===== config.mk =====
export PLATFORM = sky130hd
export DESIGN_NAME = fifo_win
export DESIGN_NICKNAME = d
export VERILOG_FILES = /design/src/rtl/fifo_win_pkg.sv /design/src/rtl/fifo_win_rst_sync.sv /design/src/rtl/fifo_win_decode.sv /design/src/rtl/fifo_win_ptr.sv /design/src/rtl/fifo_win_bank.sv /design/src/rtl/fifo_win.sv
export SDC_FILE = /design/constraint.sdc
export NUM_CORES = 1
export LEC_CHECK = 0
export BUFFER_PORTS_ARGS = -buffer_cell sky130_fd_sc_hd__buf_2
export CORE_UTILIZATION = 55
export CTS_CLUSTER_SIZE = 14
export DETAILED_ROUTE_END_ITERATION = 7
export HOLD_SLACK_MARGIN = 0.08
export PLACE_DENSITY = 0.75
export SLEW_MARGIN = 20
export SYNTH_ARGS = -nofsm -noshare
export SYNTH_HDL_FRONTEND = slang
export SYNTH_HIERARCHICAL = 1
export SYNTH_SLANG_ARGS = --single-unit

===== constraint.sdc =====
create_clock -name clk -period 2 [get_ports clk]
set_clock_uncertainty 0.1 [all_clocks]
set_input_delay 0.3 -clock clk [delete_from_list [all_inputs] [get_ports clk]]
set_output_delay 0.3 -clock clk [all_outputs]
set_load 0.1 [all_outputs]

===== src/rtl/fifo_win_pkg.sv =====
package fifo_win_pkg;
  localparam int unsigned SEL_BIT = 0;
  localparam int unsigned CLR_BIT = 1;
  localparam int unsigned DEF_DATA_OFS = 5;
  localparam int unsigned DEF_CTRL_OFS = 6;
  localparam int unsigned NUM_BUF = 2;
endpackage


===== src/rtl/fifo_win_rst_sync.sv =====
module fifo_win_rst_sync #(
  parameter int unsigned STAGES = 2
) (
  input  logic clk,
  input  logic rst_n,
  output logic rst_n_sync
);
  logic [STAGES-1:0] sync_q;

  always_ff @(posedge clk or negedge rst_n) begin
    if (!rst_n) sync_q <= '0;
    else        sync_q <= {sync_q[STAGES-2:0], 1'b1};
  end

  assign rst_n_sync = sync_q[STAGES-1];
endmodule


===== src/rtl/fifo_win_decode.sv =====
module fifo_win_decode #(
  parameter int unsigned ADDR_W   = 3,
  parameter int unsigned DATA_OFS = 5,
  parameter int unsigned CTRL_OFS = 6,
  parameter int unsigned NUM_BUF  = 2
) (
  input  logic              bus_rd,
  input  logic              bus_wr,
  input  logic [ADDR_W-1:0] bus_addr,
  input  logic              wdata_sel,
  input  logic              wdata_clr,
  input  logic              sel_q,
  input  logic              rx_disable,
  output logic              data_rd,
  output logic              ctrl_rd,
  output logic              ptr_adv,
  output logic              ptr_clr,
  output logic              sel_en,
  output logic              sel_d,
  output logic [NUM_BUF-1:0] buf_we
);
  localparam logic [ADDR_W-1:0] DATA_A = ADDR_W'(DATA_OFS);
  localparam logic [ADDR_W-1:0] CTRL_A = ADDR_W'(CTRL_OFS);

  logic data_hit;
  logic ctrl_hit;
  logic data_wr;

  always_comb begin
    data_hit = (bus_addr == DATA_A);
    ctrl_hit = (bus_addr == CTRL_A);
    data_rd  = data_hit & bus_rd;
    data_wr  = data_hit & bus_wr;
    ctrl_rd  = ctrl_hit & bus_rd;
    ptr_adv  = data_hit & (bus_rd | bus_wr);
    sel_en   = ctrl_hit & bus_wr;
    sel_d    = wdata_sel;
    ptr_clr  = sel_en & wdata_clr;
  end

  for (genvar b = 0; b < NUM_BUF; b++) begin : g_we
    if (b == 0) begin : g_gated
      assign buf_we[b] = data_wr & (sel_q == 1'b0) & ~rx_disable;
    end else begin : g_open
      assign buf_we[b] = data_wr & (sel_q == 1'b1);
    end
  end
endmodule


===== src/rtl/fifo_win_ptr.sv =====
module fifo_win_ptr #(
  parameter int unsigned DEPTH = 8,
  localparam int unsigned PTR_W = $clog2(DEPTH)
) (
  input  logic             clk,
  input  logic             rst_n,
  input  logic             adv,
  input  logic             clr,
  output logic [PTR_W-1:0] ptr_q
);
  logic [PTR_W-1:0] ptr_d;
  logic             ptr_en;

  always_comb begin
    ptr_en = adv | clr;
    if (clr) ptr_d = '0;
    else     ptr_d = ptr_q + PTR_W'(1);
  end

  always_ff @(posedge clk or negedge rst_n) begin
    if (!rst_n)      ptr_q <= '0;
    else if (ptr_en) ptr_q <= ptr_d;
  end
endmodule


===== src/rtl/fifo_win_bank.sv =====
module fifo_win_bank #(
  parameter int unsigned NUM_BUF = 2,
  parameter int unsigned DEPTH   = 8,
  parameter int unsigned DATA_W  = 8,
  localparam int unsigned PTR_W  = $clog2(DEPTH)
) (
  input  logic               clk,
  input  logic [NUM_BUF-1:0] we,
  input  logic [PTR_W-1:0]   idx,
  input  logic               sel,
  input  logic [DATA_W-1:0]  wdata,
  output logic [DATA_W-1:0]  rdata
);
  logic [DATA_W-1:0] rd_buf [NUM_BUF];

  for (genvar b = 0; b < NUM_BUF; b++) begin : g_buf
    logic [DATA_W-1:0] mem [DEPTH];

    always_ff @(posedge clk) begin
      if (we[b]) mem[idx] <= wdata;
    end

    assign rd_buf[b] = mem[idx];
  end

  assign rdata = sel ? rd_buf[1] : rd_buf[0];
endmodule


===== src/rtl/fifo_win.sv =====
module fifo_win
  import fifo_win_pkg::*;
#(
  parameter int unsigned ADDR_W   = 3,
  parameter int unsigned DATA_W   = 8,
  parameter int unsigned DEPTH    = 8,
  parameter int unsigned DATA_OFS = DEF_DATA_OFS,
  parameter int unsigned CTRL_OFS = DEF_CTRL_OFS
) (
  input  logic              clk,
  input  logic              rst_n,
  input  logic [ADDR_W-1:0] bus_addr,
  input  logic              bus_rd,
  input  logic              bus_wr,
  input  logic [DATA_W-1:0] bus_wdata,
  output logic [DATA_W-1:0] bus_rdata,
  input  logic              rx_disable
);
  localparam int unsigned PTR_W = $clog2(DEPTH);

  logic               rst_n_sync;
  logic               data_rd;
  logic               ctrl_rd;
  logic               ptr_adv;
  logic               ptr_clr;
  logic               sel_en;
  logic               sel_d;
  logic               sel_q;
  logic [NUM_BUF-1:0] buf_we;
  logic [PTR_W-1:0]   ptr_q;
  logic [DATA_W-1:0]  bank_rdata;
  logic [DATA_W-1:0]  ctrl_rdata;

  fifo_win_rst_sync #(.STAGES(2)) u_rst (
    .clk        (clk),
    .rst_n      (rst_n),
    .rst_n_sync (rst_n_sync)
  );

  fifo_win_decode #(
    .ADDR_W   (ADDR_W),
    .DATA_OFS (DATA_OFS),
    .CTRL_OFS (CTRL_OFS),
    .NUM_BUF  (NUM_BUF)
  ) u_dec (
    .bus_rd     (bus_rd),
    .bus_wr     (bus_wr),
    .bus_addr   (bus_addr),
    .wdata_sel  (bus_wdata[SEL_BIT]),
    .wdata_clr  (bus_wdata[CLR_BIT]),
    .sel_q      (sel_q),
    .rx_disable (rx_disable),
    .data_rd    (data_rd),
    .ctrl_rd    (ctrl_rd),
    .ptr_adv    (ptr_adv),
    .ptr_clr    (ptr_clr),
    .sel_en     (sel_en),
    .sel_d      (sel_d),
    .buf_we     (buf_we)
  );

  fifo_win_ptr #(.DEPTH(DEPTH)) u_ptr (
    .clk   (clk),
    .rst_n (rst_n_sync),
    .adv   (ptr_adv),
    .clr   (ptr_clr),
    .ptr_q (ptr_q)
  );

  fifo_win_bank #(
    .NUM_BUF (NUM_BUF),
    .DEPTH   (DEPTH),
    .DATA_W  (DATA_W)
  ) u_bank (
    .clk   (clk),
    .we    (buf_we),
    .idx   (ptr_q),
    .sel   (sel_q),
    .wdata (bus_wdata),
    .rdata (bank_rdata)
  );

  always_ff @(posedge clk or negedge rst_n_sync) begin
    if (!rst_n_sync)  sel_q <= 1'b0;
    else if (sel_en)  sel_q <= sel_d;
  end

  always_comb begin
    ctrl_rdata          = '0;
    ctrl_rdata[SEL_BIT] = sel_q;
    if (data_rd)      bus_rdata = bank_rdata;
    else if (ctrl_rd) bus_rdata = ctrl_rdata;
    else              bus_rdata = '0;
  end
endmodule


**Yosys cells after proc, flatten, opt, wreduce, memory -nomap -nowiden**

Memories as Yosys holds them, arrays and structs flattened.
Cells that the tools add are included.
W data, S select, Z words.

- Register bits after elaboration: 6
- Bits in writable memories: 128
- Bits of input ports: 16
- Output and inout port bits: 8
- Memories: 2

Memories:

| memory | depth | width | rd ports | clocked after Yosys merged registers in | wr ports | line | text |
|---|---|---|---|---|---|---|---|
| u_bank.g_buf[0].mem | 8 | 8 | 1 | 0 | 1 | fifo_win_bank.sv:17 | `logic [DATA_W-1:0] mem [DEPTH];` |
| u_bank.g_buf[1].mem | 8 | 8 | 1 | 0 | 1 | fifo_win_bank.sv:17 |  |

- Add/sub/neg operators: 1
- Equality and inequality tests: 2
- Mux-type cells: 8
- Bitwise operators: 13

Operator list:

| kind | count |
|---|---|
| $mux W8 | 2 |
| $and A1 B1 Y1 | 9 |
| $eq A3 B3 Y1 const B | 2 |
| $mux W1 | 5 |
| $add A3 B1 Y3 const B | 1 |
| $mux W3 | 1 |
| $not A1 Y1 | 2 |
| $or A1 B1 Y1 | 2 |

**Longest topological paths before layout**

- Depth in word-level cells: 6
- Gate-level depth with buffers: 8
- Gate-level depth less buffers: 6

**By module**

Netlist, hierarchy kept.

Modules (own cells, without submodules):

| module | instances | cells an instance | area each (sq um) |
|---|---|---|---|
| fifo_win_bank | 1 | 306 | 5183.7 |
| fifo_win_ptr | 1 | 11 | 136.4 |
| fifo_win | 1 | 12 | 96.3 |
| fifo_win_decode | 1 | 13 | 75.1 |
| fifo_win_rst_sync | 1 | 3 | 53.8 |

**Least setup slack after synthesis**

OpenSTA, ideal clock, no wires.

- Path kind: input to output
- Start point: in bus_rd
- End point: out bus_rdata[0]
- Arrival: 2.706 ns
- Data required time: 1.600 ns
- Setup slack: -1.106 ns
- Stages on the path: 4
- Path buffers: 0
- Cells stage by stage: nand2_1 > nor3b_1 > nand2_1 > o21ai_0

- Cells in the longest elaborated chain, start to end: 3
- Elaborated cells on any way between the ends: 4

RTL lines:

| element | line | text |
|---|---|---|
| from (decl) | fifo_win.sv:13 | `input logic bus_rd,` |
| $and A1 B1 Y1 | fifo_win_decode.sv:34 | `ctrl_rd = ctrl_hit & bus_rd;` |
| named net ctrl_rd | fifo_win.sv:23 | `logic ctrl_rd;` |
| $mux W1 | fifo_win.sv:92 | `else if (ctrl_rd) bus_rdata = ctrl_rdata;` |
| $mux W8 | fifo_win.sv:91 | `if (data_rd) bus_rdata = bank_rdata;` |
| to (decl) | fifo_win.sv:16 | `output logic [DATA_W-1:0] bus_rdata,` |

The timed path passes the listed nets, and every way through them passes these cells.

**Worst setup path after layout**

- Start point: reg u_ptr.ptr_q[2]
- End point: out bus_rdata[5]

- Cells in the longest elaborated chain, start to end: 3
- Elaborated cells on any way between the ends: 4

RTL lines:

| element | line | text |
|---|---|---|
| from (decl) | fifo_win_ptr.sv:9 | `output logic [PTR_W-1:0] ptr_q` |
| from (signal assigned) | fifo_win_ptr.sv:22 | `else if (ptr_en) ptr_q <= ptr_d;` |
| $mem_v2 Z8 W8 | - |  |
| $mux W8 * | fifo_win_bank.sv:26 | `assign rdata = sel ? rd_buf[1] : rd_buf[0];` |
| named net bank_rdata[5] | fifo_win.sv:31 | `logic [DATA_W-1:0] bank_rdata;` |
| $mux W8 * | fifo_win.sv:91 |  |

Mark *: on every way through the listed nets, which the timed path passes. The rest lies on a longest branch.

==> impl_metrics.json <==
{
  "hold_viol": 0,
  "max_clock_freq_mhz": 344,
  "pwr_density_cell_nw_per_um2": 1280,
  "worst-r2r-cell-count": 5,
  "synth_cell_type_count": 54,
  "setup.worst_path.start_class": "flip-flop",
  "synth_top_cell_area_share_pct": 69.3,
  "detailed_place.area_um2": 6390,
  "path_cells": "buf_6 > buf_6 > buf_6 > mux2i_1 > o21ai_1 > a221oi_1 > o32ai_1 > and2_4 > buf_12",
  "gp_congestion": 0.834,
  "die_h_um": 102,
  "most_common_cell_type_on_the_critical_path": "buf_6",
  "hpwlAfterDp_mm": 8.61,
  "async_reset_ff_share_pct": 4.48,
  "drt.antenna.violating_nets": 0,
  "total_leakage_power_uw": 0.00271,
  "place_ws_ns": -0.402,
  "cts.sink_count": 134,
  "r2r_setup_slack_ns": -0.16,
  "timing.final.ws_setup_ns": -0.907,
  "vias": 3758,
  "post_synth_main_area_contributors": "edfxtp_1 69%, mux2i_1 4.3%, dfrtp_1 2.7%",
  "cts_buffers": 17,
  "clk_latency_ns": 0.52,
  "initial_core_util_pct": 56.7,
  "grt_antenna_before_repair": 0,
  "syn_inst": 345,
  "finalCriticalPeriod_ns": 2.91,
  "die_area_um2": 10500,
  "globalRouteMet3Util_pct": 6.98,
  "floorplan_core_area_um2": 9770,
  "syn-num-nets": 362,
  "worstPathBufferInverterCount": 4,
  "cp-endpoint": "bus_rdata[5]",
  "clk_transition_reported_paths_ns": 0.07,
  "finalSetupTns_ns": -9.41,
  "final_cells": 613,
  "final_net_count": 484,
  "avgRoutedWirePerCell_um": 23.7,
  "grt_pass1_wl_mm": 20.1,
  "rsz_0062_raised_after_global_routing": "yes",
  "share_of_cells_above_drive_strength_1_pct": 42.7,
  "p_r_area_growth_vs_syn_pct": 35.0,
  "mostFrequentLayoutCell": "edfxtp_1",
  "groute.layer.met2.usage_pct": 45.8,
  "failed_checks": "setup timing",
  "post-route-drc-count": 0,
  "power_uw": 9610,
  "timing.critical_path.slowest_stage_cell": "dfrtp_2",
  "design.portCount": 24,
  "synth-edff-count": 128,
  "synth_top_flop_cell": "edfxtp_1",
  "ys_seq_area_share_pct": 72.0,
  "yosys_warnings": 6,
  "critical_path.startpoint": "u_ptr/ptr_q[2]",
  "via_per_inst": 6.13,
  "layout_worst_path_cycle_share_pct": 145,
  "number_of_detailed_route_iterations_in_the_first_pass": 4,
  "timing.critical_path.fanout_max": 5,
  "initialDrtViolationCount": 305,
  "cts_max_path_buffers": 2,
  "run_status": "finished with violations",
  "numPlacedInstances": 555,
  "r2r_start": "sel_q",
  "detailed_route_wire_length_mm": 14.6,
  "crit_cells": 9,
  "max-cap-violations": 0,
  "hold_class": "in -> reg",
  "synth_seq_cells": 134,
  "critPathMaxStageDelay_ns": 0.47,
  "synthesis.area_per_instance_um2": 16.1,
  "placementRows": 36,
  "overflow_left_after_global_routing": 0,
  "place.port_buffers": 23,
  "finish.instance_area_um2": 7490,
  "mostFrequentLayoutCells": "128 x edfxtp_1, 64 x buf_4, 21 x nor2_1, 21 x mux2i_1, 16 x clkbuf_16",
  "critical_path.endpoint_type": "output port",
  "regToRegEndpoint": "u_bank/g_buf[0].mem[7][1]",
  "grt_pass1_vias": 3548,
  "insertedDiodeCount": 0,
  "largest_net_degree_at_the_start_of_global_routing": 20,
  "ir_worst_vdd_mv": 0.752,
  "slew_viol_final": 0,
  "cp_data_required_time_ns": 1.60,
  "groute.usage.overall_pct": 28.0,
  "cts.root.buffer_cell": "clkbuf_8",
  "syn_area_um2": 5550,
  "critical_path.top_delay_family": "compound AO/OA/AOI/OAI gates",
  "cts.htree.levels": 4,
  "met1_usage_pct": 35.7,
  "timing_worst_setup_path_type": "reg -> out",
  "width_of_the_chip_um": 102,
  "worstPathArrival_ns": 2.51,
  "tritoncts": "built",
  "busiest_layer_in_global_routing": "met2",
  "fillerInstances": 532,
  "post-synth-top-area-cell": "edfxtp_1",
  "finalSetupViolCount": 49
}
-- worst reg2reg max path, stage by stage (launching register included) --
cell and delay (ns):
dfrtp_1 0.38, buf_4 0.22, nor4_2 0.51, nand2_1 0.20, nor2_1 0.26, buf_4 0.21
-- how the worst min path moves through the flow --
| stage | startpoint | to | slack, ns | cells past startpoint |
|---|---|---|---|---|
| 3_3_place_gp | u_rst/sync_q[1] | sel_q | -0.03 | 0 |
| 3_5_place_dp | u_rst/sync_q[1] | sel_q | -0.02 | 0 |
| 6_report | bus_wdata[2] | u_bank/g_buf[1].mem[2][2] | 0.10 | 1 |
| 5_1_grt | bus_wdata[2] | u_bank/g_buf[0].mem[7][2] | 0.10 | 1 |
| 2_1_floorplan | rst_n | u_rst/sync_q[0] | -0.1 | 0 |
| 4_1_cts | bus_wdata[2] | u_bank/g_buf[0].mem[7][2] | 0.09 | 1 |
-- registers in the layout, indices dropped and copies added, names as in the netlist --
name              count
sel_q                 1
u_bank/g_buf.mem    128
u_ptr/ptr_q           3
u_rst/sync_q          2
-- layout make-up --
class,instances,area (µm²),share of cell area [%]
sequential,134,4000,53.4
tap,133,166,2.22
inverter,7,33.8,0.451
timing repair buffer,119,1100,14.8
multi-input combinational,188,1620,21.6
clock buffer,18,418,5.58
clock inverter,14,150,2.01
-- Yosys cell counts (all sizes together), types with 6 or more instances --
library cell  count
mux2             11
o21ai            10
o22ai             8
dfrtp             6
nor2             31
mux2i            24
mux4              6
a221oi            6
buf              12
nand2            19
inv               7
edfxtp          128
a21oi             8
and2              9
-- where the power goes --
group	leakage, µW	switching (µW)	internal, µW
clock network	0.000272	1210	1780
registers	0.00122	60.7	3130
logic	0.00122	1760	1670
-- per-stage QoR --
stage                     hold WS [ns]  util (%)
final                            0.102      76.6
after global placement         -0.0302      65.4
after floorplan                -0.0956         -
after CTS                       0.0850      74.8
after global routing             0.102      76.6
after detailed placement       -0.0151      65.4
-- per-layer routing --
metal	vias up	share of wire (%)	wire (µm)
li1	1601	-	-
met1	1871	37	5420
met2	232	51	7410
met3	54	7.3	1060
met4	0	4.5	654
met5	-	0	0
-- logic make-up (layout without fill, tap and decap cells) --
| group | after synthesis | after routing | share of synthesized area [%] |
|---|---|---|---|
| compound gates | 62 | 62 | 8.62 |
| xor+xnor | 1 | 1 | 0.158 |
| fa+ha+maj | 1 | 1 | 0.226 |
| buf+inv | 23 | 158 | 2.57 |
| flops | 134 | 134 | 72.0 |
| mux | 41 | 41 | 9.07 |
| other cells | 1 | 1 | 0.0676 |
| simple gates | 82 | 82 | 7.27 |
-- what timing repair did --
action | in CTS | in global routing
pin swaps | 19 | 8
endpoints found under the setup margin | 88 | 96
setup buffers | 12 | 4
hold endpoints to repair | 94 | 5
gates resized for setup | 41 | 38
cloned | 0 | 0
hold buffers | 9 | 1
Note: power is estimated with default switching activity, not from simulation.
